File: config.mk
export PLATFORM = sky130hd
export DESIGN_NAME = adj_time_counter
export DESIGN_NICKNAME = d
export VERILOG_FILES = /design/src/rtl/atc_pkg.sv /design/src/rtl/atc_regs.sv /design/src/rtl/atc_corr_timer.sv /design/src/rtl/atc_count_core.sv /design/src/rtl/adj_time_counter.sv
export SDC_FILE = /design/constraint.sdc
export NUM_CORES = 1
export LEC_CHECK = 0
export CELL_PAD_IN_SITES_DETAIL_PLACEMENT = 1
export CELL_PAD_IN_SITES_GLOBAL_PLACEMENT = 2
export CORE_ASPECT_RATIO = 0.8
export CORE_MARGIN = 2
export CORE_UTILIZATION = 30
export CTS_BUF_LIST = sky130_fd_sc_hd__clkbuf_16
export CTS_CLUSTER_DIAMETER = 40
export DETAILED_ROUTE_END_ITERATION = 10
export PLACE_DENSITY = 0.67
export SLEW_MARGIN = 40
export SYNTH_ARGS = -nofsm -noshare
export SYNTH_HDL_FRONTEND = slang
export SYNTH_HIERARCHICAL = 1
export SYNTH_SLANG_ARGS = --single-unit
File: constraint.sdc
create_clock -name clk -period 7.9 [get_ports clk]
set_input_delay 0.79 -clock clk [delete_from_list [all_inputs] [get_ports clk]]
set_output_delay 0.79 -clock clk [all_outputs]
set_load 0.05 [all_outputs]
File: src/rtl/atc_pkg.sv
package atc_pkg;
  localparam int REG_ADDR_W = 3;

  typedef enum logic [REG_ADDR_W-1:0] {
    RA_CTRL   = 3'd0,
    RA_TIME   = 3'd1,
    RA_PERIOD = 3'd2,
    RA_CORR   = 3'd3,
    RA_STEP   = 3'd4
  } reg_addr_e;

  // control word bit positions
  localparam int CB_EN      = 0;
  localparam int CB_WRAP_LO = 4;
  localparam int CB_WRAP_HI = 5;
  localparam int CB_RESTART = 9;
  localparam int CB_CAPTURE = 11;

  // step word field positions
  localparam int SB_NORM_LSB = 0;
  localparam int SB_CORR_LSB = 8;
endpackage

File: src/rtl/atc_regs.sv
module atc_regs
  import atc_pkg::*;
#(
  parameter int DATA_W = 32,
  parameter int INC_W  = 7,
  parameter int ADDR_W = 3,
  parameter logic [DATA_W-1:0] RST_PERIOD = DATA_W'(64'h8000_0000)
) (
  input  logic              clk,
  input  logic              rst,
  input  logic              wr_en,
  input  logic              rd_en,
  input  logic [ADDR_W-1:0] addr,
  input  logic [DATA_W-1:0] wdata,
  input  logic [DATA_W-1:0] live_time,
  output logic              ctl_en,
  output logic              ctl_wrap,
  output logic [DATA_W-1:0] wrap_period,
  output logic [DATA_W-1:0] corr_period,
  output logic [INC_W-1:0]  step_norm,
  output logic [INC_W-1:0]  step_corr,
  output logic              load_stb,
  output logic              restart_stb,
  output logic [DATA_W-1:0] rdata
);
  logic              en_q;
  logic [1:0]        wrap_sel_q;
  logic [DATA_W-1:0] period_q;
  logic [DATA_W-1:0] corr_q;
  logic [INC_W-1:0]  norm_q;
  logic [INC_W-1:0]  cstep_q;
  logic [DATA_W-1:0] cap_q;
  logic [DATA_W-1:0] rdata_q;
  logic [DATA_W-1:0] rd_mux;

  logic wr_ctrl, wr_period, wr_corr, wr_step, capture_stb;

  always_comb begin
    wr_ctrl     = wr_en && (addr == ADDR_W'(RA_CTRL));
    wr_period   = wr_en && (addr == ADDR_W'(RA_PERIOD));
    wr_corr     = wr_en && (addr == ADDR_W'(RA_CORR));
    wr_step     = wr_en && (addr == ADDR_W'(RA_STEP));
    load_stb    = wr_en && (addr == ADDR_W'(RA_TIME));
    restart_stb = wr_ctrl && wdata[CB_RESTART];
    capture_stb = wr_ctrl && wdata[CB_CAPTURE];
  end

  always_ff @(posedge clk) begin
    if (rst) begin
      en_q       <= 1'b0;
      wrap_sel_q <= 2'b00;
      period_q   <= RST_PERIOD;
      corr_q     <= '0;
      norm_q     <= '0;
      cstep_q    <= '0;
      cap_q      <= '0;
    end else begin
      if (wr_ctrl) begin
        en_q       <= wdata[CB_EN];
        wrap_sel_q <= wdata[CB_WRAP_HI:CB_WRAP_LO];
      end
      if (capture_stb) cap_q <= live_time;
      if (wr_period)   period_q <= wdata;
      if (wr_corr)     corr_q <= wdata;
      if (wr_step) begin
        norm_q  <= wdata[SB_NORM_LSB +: INC_W];
        cstep_q <= wdata[SB_CORR_LSB +: INC_W];
      end
    end
  end

  always_comb begin
    rd_mux = '0;
    case (addr)
      ADDR_W'(RA_CTRL): begin
        rd_mux[CB_EN] = en_q;
        rd_mux[CB_WRAP_HI:CB_WRAP_LO] = wrap_sel_q;
      end
      ADDR_W'(RA_TIME):   rd_mux = cap_q;
      ADDR_W'(RA_PERIOD): rd_mux = period_q;
      ADDR_W'(RA_CORR):   rd_mux = corr_q;
      ADDR_W'(RA_STEP): begin
        rd_mux[SB_NORM_LSB +: INC_W] = norm_q;
        rd_mux[SB_CORR_LSB +: INC_W] = cstep_q;
      end
      default: rd_mux = '0;
    endcase
  end

  always_ff @(posedge clk) begin
    if (rst)        rdata_q <= '0;
    else if (rd_en) rdata_q <= rd_mux;
  end

  assign ctl_en      = en_q;
  assign ctl_wrap    = |wrap_sel_q;
  assign wrap_period = period_q;
  assign corr_period = corr_q;
  assign step_norm   = norm_q;
  assign step_corr   = cstep_q;
  assign rdata       = rdata_q;
endmodule

File: src/rtl/atc_corr_timer.sv
module atc_corr_timer #(
  parameter int CP_W = 32
) (
  input  logic            clk,
  input  logic            rst,
  input  logic            en,
  input  logic            restart,
  input  logic [CP_W-1:0] corr_period,
  output logic            corr_tick
);
  logic [CP_W-1:0] phase_q;
  logic            active;

  assign active    = en && (corr_period != '0);
  assign corr_tick = active && (phase_q >= corr_period);

  always_ff @(posedge clk) begin
    if (rst || restart)  phase_q <= '0;
    else if (en) begin
      if (!active || corr_tick) phase_q <= '0;
      else                      phase_q <= phase_q + 1'b1;
    end
  end
endmodule

File: src/rtl/atc_count_core.sv
module atc_count_core #(
  parameter int CNT_W = 32,
  parameter int INC_W = 7
) (
  input  logic             clk,
  input  logic             rst,
  input  logic             en,
  input  logic             wrap,
  input  logic [CNT_W-1:0] period,
  input  logic [INC_W-1:0] step_norm,
  input  logic [INC_W-1:0] step_corr,
  input  logic             corr_tick,
  input  logic             load,
  input  logic [CNT_W-1:0] load_val,
  input  logic             restart,
  output logic [CNT_W-1:0] count
);
  localparam int SUM_W = CNT_W + 1;

  logic [CNT_W-1:0] count_q;
  logic [INC_W-1:0] step;
  logic [SUM_W-1:0] sum;
  logic [SUM_W-1:0] folded;
  logic [CNT_W-1:0] next_count;

  always_comb begin
    step   = corr_tick ? step_corr : step_norm;
    sum    = {1'b0, count_q} + SUM_W'(step);
    folded = sum - {1'b0, period};
    if (wrap && (sum >= {1'b0, period})) next_count = folded[CNT_W-1:0];
    else                                 next_count = sum[CNT_W-1:0];
  end

  always_ff @(posedge clk) begin
    if (rst || restart) count_q <= '0;
    else if (load)      count_q <= load_val;
    else if (en)        count_q <= next_count;
  end

  assign count = count_q;
endmodule

File: src/rtl/adj_time_counter.sv
module adj_time_counter #(
  parameter int DATA_W = 32,
  parameter int INC_W  = 7,
  parameter int ADDR_W = 3,
  parameter logic [DATA_W-1:0] RST_PERIOD = DATA_W'(64'h8000_0000)
) (
  input  logic              clk,
  input  logic              rst,
  input  logic              bus_wr,
  input  logic              bus_rd,
  input  logic [ADDR_W-1:0] bus_addr,
  input  logic [DATA_W-1:0] bus_wdata,
  output logic [DATA_W-1:0] bus_rdata,
  output logic [DATA_W-1:0] cur_time
);
  logic              ctl_en;
  logic              ctl_wrap;
  logic [DATA_W-1:0] wrap_period;
  logic [DATA_W-1:0] corr_period;
  logic [INC_W-1:0]  step_norm;
  logic [INC_W-1:0]  step_corr;
  logic              load_stb;
  logic              restart_stb;
  logic              corr_tick;
  logic [DATA_W-1:0] count;

  atc_regs #(
    .DATA_W(DATA_W), .INC_W(INC_W), .ADDR_W(ADDR_W), .RST_PERIOD(RST_PERIOD)
  ) u_regs (
    .clk(clk), .rst(rst), .wr_en(bus_wr), .rd_en(bus_rd), .addr(bus_addr),
    .wdata(bus_wdata), .live_time(count), .ctl_en(ctl_en), .ctl_wrap(ctl_wrap),
    .wrap_period(wrap_period), .corr_period(corr_period), .step_norm(step_norm),
    .step_corr(step_corr), .load_stb(load_stb), .restart_stb(restart_stb),
    .rdata(bus_rdata)
  );

  atc_corr_timer #(.CP_W(DATA_W)) u_corr (
    .clk(clk), .rst(rst), .en(ctl_en), .restart(restart_stb),
    .corr_period(corr_period), .corr_tick(corr_tick)
  );

  atc_count_core #(.CNT_W(DATA_W), .INC_W(INC_W)) u_core (
    .clk(clk), .rst(rst), .en(ctl_en), .wrap(ctl_wrap), .period(wrap_period),
    .step_norm(step_norm), .step_corr(step_corr), .corr_tick(corr_tick),
    .load(load_stb), .load_val(bus_wdata), .restart(restart_stb), .count(count)
  );

  assign cur_time = count;
endmodule

Yosys cells after proc, flatten, opt, wreduce, memory -nomap -nowiden
Index checks and enable logic that the tools add are counted.

cells by class
  add/sub/neg operators = 3
  $lt $le $gt $ge = 2
  eq/ne operators = 4
  mux-type cells = 12
  reductions and logical operators = 17

operators with widths
  cell                                           number
  2-to-1 mux 32 bit                              4
  one-hot mux 17 bit (3 select lines)            1
  adder 32 x 7 -> 33 bit                         1
  >= comparator 33 x 32 -> 1 bit                 1
  adder 32 x 1 -> 32 bit, second input constant  1
  >= comparator 32 bit                           1
  nonzero test 32 bit                            1
  subtractor 32 bit                              1
  one-hot mux 7 bit (4 select lines)             1
  one-hot mux 3 bit (4 select lines)             1
  logical AND 1 bit                              10
  one-hot mux 2 bit (5 select lines)             1
  2-to-1 mux 7 bit                               1
  == test 3 x 2 -> 1 bit, second input constant  2
  one-hot mux 1 bit (5 select lines)             1
  one-hot mux 1 bit (4 select lines)             1
  == test 3 x 1 -> 1 bit, second input constant  1
  == test 3 bit, second input constant           1
  zero test 3 bit                                1
  one-hot mux 1 bit (3 select lines)             1
  logical OR 1 bit                               2
  nonzero test 2 bit                             1
  OR reduction 2 bit                             1
  zero test 1 bit                                1

storage, ports and cells
  flip-flop bits (word level) = 209
  input port bits = 39
  output and inout port bits = 64

Depth between registers and ports, before layout
  depth in word-level cells = 10
  mapped depth = 35

Modules after synthesis
Netlist, hierarchy kept.

modules (own cells, without submodules)
  module          times used  cells an instance  area each (um^2)  seq. area each (um^2)
  atc_regs        1           749                6,206.0           2,902.8
  atc_count_core  1           625                4,374.2           640.6
  atc_corr_timer  1           338                2,657.5           640.6

Least setup slack after synthesis
No wires, ideal clock.

  path type = reg-to-reg
  start = register u_corr.phase_q[0]
  end = register u_core.count_q[3] (netlist: u_core/count[3])
  arrival time = 6.393 ns
  required time = 7.830 ns
  slack = 1.437 ns
  cell stages (with the launch flop) = 30
  path buffers = 3
  path through = dfxtp_1 -> inv_1 -> ha_1 -> nand2b_1 -> a31oi_1 -> o311a_1 -> o31a_1 -> nor2_2 -> buf_6 -> buf_4 -> a21oi_1 -> nor2_1 -> clkbuf_1 -> mux2_2 -> ha_1 -> nand3_1 -> o22ai_1 -> o21bai_1 -> nor4_1 -> nand3_1 -> xnor2_1 -> ha_1 -> nand4_1 -> or3_1 -> o311ai_1 -> a22oi_1 -> o31a_1 -> or3_1 -> a311o_1 -> a21oi_1

on the way
  word-level cells in the longest chain between the ends = 9
  elaborated cells between the ends (all ways) = 10
  those cells by class = add/sub: 2; order compare: 2; mux: 4; reduce/logical: 2

ends and longest elaborated chain
  item                            RTL line                RTL
  start: declaration              atc_corr_timer.sv:11    logic [CP_W-1:0] phase_q;
  start signal: assignment        atc_corr_timer.sv:21    else phase_q <= phase_q + 1'b1;
  >= comparator 32 bit *          atc_corr_timer.sv:15    assign corr_tick = active && (phase_q >= corr_period);
  logical AND 1 bit *             atc_corr_timer.sv:15
  net corr_tick                   adj_time_counter.sv:24  logic corr_tick;
  2-to-1 mux 7 bit *              atc_count_core.sv:27    step = corr_tick ? step_corr : step_norm;
  adder 32 x 7 -> 33 bit *        atc_count_core.sv:28    sum = {1'b0, count_q} + SUM_W'(step);
  >= comparator 33 x 32 -> 1 bit  atc_count_core.sv:30    if (wrap && (sum >= {1'b0, period})) next_count = folded[CNT_W-1:0];
  logical AND 1 bit               atc_count_core.sv:30
  2-to-1 mux 32 bit *             atc_count_core.sv:30
  2-to-1 mux 32 bit *             atc_count_core.sv:37    else if (en) count_q <= next_count;
  2-to-1 mux 32 bit *             atc_count_core.sv:36    else if (load) count_q <= load_val;
  end signal: assignment          atc_count_core.sv:36
  end signal: assignment          atc_count_core.sv:37
  end: declaration                atc_count_core.sv:20    logic [CNT_W-1:0] count_q;

The timed path passes the listed nets; every way through them passes the cells marked *. The select of a mux whose other input is x is not followed.
A chain may end at the register's enable or synchronous reset.

Worst setup path after layout
  start = register u_regs.corr_q[2] (netlist: u_regs/corr_period[2])
  end = register u_core.count_q[3] (netlist: u_core/count[3])

on the way
  word-level cells in the longest chain between the ends = 10
  elaborated cells between the ends (all ways) = 12
  those cells by class = add/sub: 2; order compare: 2; mux: 4; reduce/logical: 4

ends and longest elaborated chain
  item                                                          RTL line                RTL
  start: declaration                                            atc_regs.sv:29          logic [DATA_W-1:0] corr_q;
  start signal: assignment                                      atc_regs.sv:64          if (wr_corr) corr_q <= wdata;
  branches (longest 2 deep; another with >= comparator 32 bit)  --
  logical AND 1 bit *                                           atc_corr_timer.sv:15
  net corr_tick                                                 adj_time_counter.sv:24
  2-to-1 mux 7 bit *                                            atc_count_core.sv:27
  adder 32 x 7 -> 33 bit *                                      atc_count_core.sv:28
  >= comparator 33 x 32 -> 1 bit                                atc_count_core.sv:30
  logical AND 1 bit                                             atc_count_core.sv:30
  2-to-1 mux 32 bit *                                           atc_count_core.sv:30
  2-to-1 mux 32 bit *                                           atc_count_core.sv:37
  2-to-1 mux 32 bit *                                           atc_count_core.sv:36

Mark *: on every way through the listed nets, which the timed path passes. The select of a mux whose other input is x is not followed.

==> impl_metrics.csv <==
group,metric,value,unit
sta,slew_headroom,45.3,%
sta,setup_viol,0,
cells_and_area,multi_input_area,8190,um2
clock_network,cts-htree-levels,1,
floorplan,initial_core_util,30.6,%
clock_network,clock_latency,570,ps
synth,synth_ff_type,"dfxtp_1",
cells_and_area,final_layout_size_suffix_gt1_share,7.03,%
floorplan,core,43300,um2
cells_and_area,nets,1869,
sta,fin_skew,15.0,ps
grt,gr-total-overflow,0,
detailed_routing,wire_per_inst,23.5,um
floorplan,fp.dieH,192,um
clock_network,cts_tree,"done",
placement,io_buffers,102,
clock_network,clock_sinks,209,
cells_and_area,diodes,0,
synth,syn-num-nets,1825,
cells_and_area,area_growth,17.8,%
power_and_ir_drop,p_per_area,192,nW/um2
clock_network,cts_hold_buf,0,
synth,syn_avg_cell_area,7.73,um2
clock_network,clock-root-buffer,"clkbuf_16",
setup_path,cp_max_fo,30,
setup_path,max_stage_delay,580,ps
run_status,status,"finished clean",
setup_path,critPathRequiredTime,8390,ps
run,maxCapViolations,0,
floorplan,die_w,239,um
synth,synth_cell_types,82,
power_and_ir_drop,ir_drop,165,uV
sta,rsz0062_at_grt,"false",
detailed_routing,vias,13163,
setup_path,arrival,7860,ps
clock_network,ctsResizeCount,0,
setup_path,timing_worst_setup_path_type,"reg -> reg",
sta,slew_violations,0,
detailed_routing,via_per_inst,5.63,
grt,track_usage,23.7,%
sta,tightest_slew,812,ps
sta,period_needed,7370,ps
cells_and_area,final_cell_mix,"nand2_1, dfxtp_1, a21oi_1, clkdlybuf4s50_1, inv_1",
clock_network,clockBufferDepth,3,
detailed_routing,drc,0,
clock_network,cts_buffers,30,
synth,synth-edff-count,0,
detailed_routing,route.final.wire_length,55000,um
setup_path,critPathSlowestCell,"nor3_1",
synth,synth.cell_area,13200,um2
sta,post-route-period-util,93.3,%
grt,grt_pass1_vias,12996,
placement,hpwl,40700,um
sta,fin_setup_tns,0,ps
detailed_routing,dr.pass1.iters,5,
hold_path,worstHoldPathType,"reg -> reg",
clock_network,cts_setup_buffers,0,
floorplan,dieArea,45800,um2
detailed_routing,drt_iter0_markers,704,
grt,antenna_found_initial,0,
synth,ys_warn_count,6,
detailed_routing,drtAntennaViolNets,0,
setup_path,critPathCaptureType,"flip-flop",
synth,async_flop_share,0,%
cells_and_area,regArea,4190,um2
setup_path,r2r_cells,31,
grt,grt_max_degree,78,
power_and_ir_drop,cellLeakagePower,5.69,nW
sta,fmax,136,MHz
clock_network,clkTransAtPathRegs,60,ps
power_and_ir_drop,power.total,0.00299,W
synth,ys_ff_latch,209,
sta,hold_viol,0,
cells_and_area,fillers,5171,
floorplan,row_count,68,
cells_and_area,final_common_cell,"nand2_1",
grt,grt_pass1_wl,82900,um
hold_path,hold_depth,2,
placement,gp_congestion,0.885,
setup_path,critPathLaunchType,"flip-flop",
synth,seq_area_frac_synth,31.6,%
floorplan,pin_count,103,
sta,whs,463,ps
synth,synth_cells,1712,
[synth_stat cells, drive strengths merged, types with 11 or more instances]
cell type	number	area share (%)
nand2	282	8.0
dfxtp	209	32
a21oi	190	7.2
o21ai	112	4.2
inv	90	2.6
nor2	78	2.3
ha	72	6.8
clkbuf	65	1.9
nand3	61	2.3
buf	48	2.4
xnor2	36	2.4
mux2	30	2.6
a211oi	29	1.6
a21o	22	1.2
and3b	21	1.4
nand4	21	0.99
nor2b	21	0.99
xor2	21	1.4
a22oi	20	1.1
nor3	20	0.76
nor4	18	0.85
or3	17	0.80
a221oi	16	1.1
a31oi	16	0.76
o31ai	16	1.1
and3	13	0.61
a221o	12	0.91
o21a	11	0.62
[final timing paths]
path	from	endpoint	slack, ps
worst max-delay path	u_regs/corr_period[2]	u_core/count[3]	530
worst min-delay path	u_regs/rdata[29]	u_regs/rdata[29]	460
worst max register to register	u_regs/corr_period[2]	u_core/count[3]	530
worst min register to register	u_regs/rdata[29]	u_regs/rdata[29]	460
[cell families after synthesis]
family / share of synthesized area [%]
multiplexers: 2.93
XOR/XNOR: 3.77
AO/OA/AOI/OAI: 25.1
AND/OR/NAND/NOR: 22.7
flip-flops: 31.6
buffers and inverters: 6.84
adder cells (fa/ha/maj): 7.11
[power breakdown]
| part | switching [W] | internal, W |
|---|---|---|
| logic | 0.000339 | 0.000188 |
| clock network | 0.000551 | 0.000814 |
| registers | 0.0000282 | 0.00107 |
| total | 0.000919 | 0.00207 |
[cell type report]
cell class	count	share of cell area (%)
tap	560	4.49
multi-input combinational	1299	52.5
clock buffer	31	4.98
inverter	91	2.19
timing repair buffer	125	7.57
sequential	209	26.8
clock inverter	24	1.41
[stage by stage]
stage	util [%]	instance area, um2	setup WS [ps]	std cells
global route	36.0	15600	40.6	2339
global placement	33.7	14600	740	2284
floorplan	-	13200	1440	1712
CTS	36.0	15600	561	2339
finish	36.0	15600	531	2339
detailed placement	33.7	14600	586	2284
[metal layers]
metal | track usage [%] | vias up | routed length (um)
li1 | - | 6246 | -
met4 | 5.31 | 0 | 1170
met5 | 0 | - | 0
met3 | 2.87 | 70 | 2220
met2 | 39.0 | 297 | 25200
met1 | 33.1 | 6550 | 26400
[worst max-delay path: cells and delay by family, from the launching register on]
family	cells	cell delay [ps]
AOI/OAI and AO/OA	11	2400
xor gates and xnor gates	1	170
adders and majority gates	4	1290
buffers and inverters	4	560
DFF	1	480
muxes	1	230
and+or+nand+nor	10	2130
[registers in the layout, indices dropped and copies added, names as in the netlist]
register / flops
u_regs/ctl_en: 1
u_regs/wrap_period: 32
u_regs/cap_q: 32
u_corr/phase_q: 32
u_regs/step_norm: 7
u_regs/rdata: 32
u_regs/wrap_sel_q: 2
u_regs/step_corr: 7
u_core/count: 32
u_regs/corr_period: 32
Power figures use the tool's default switching activity.
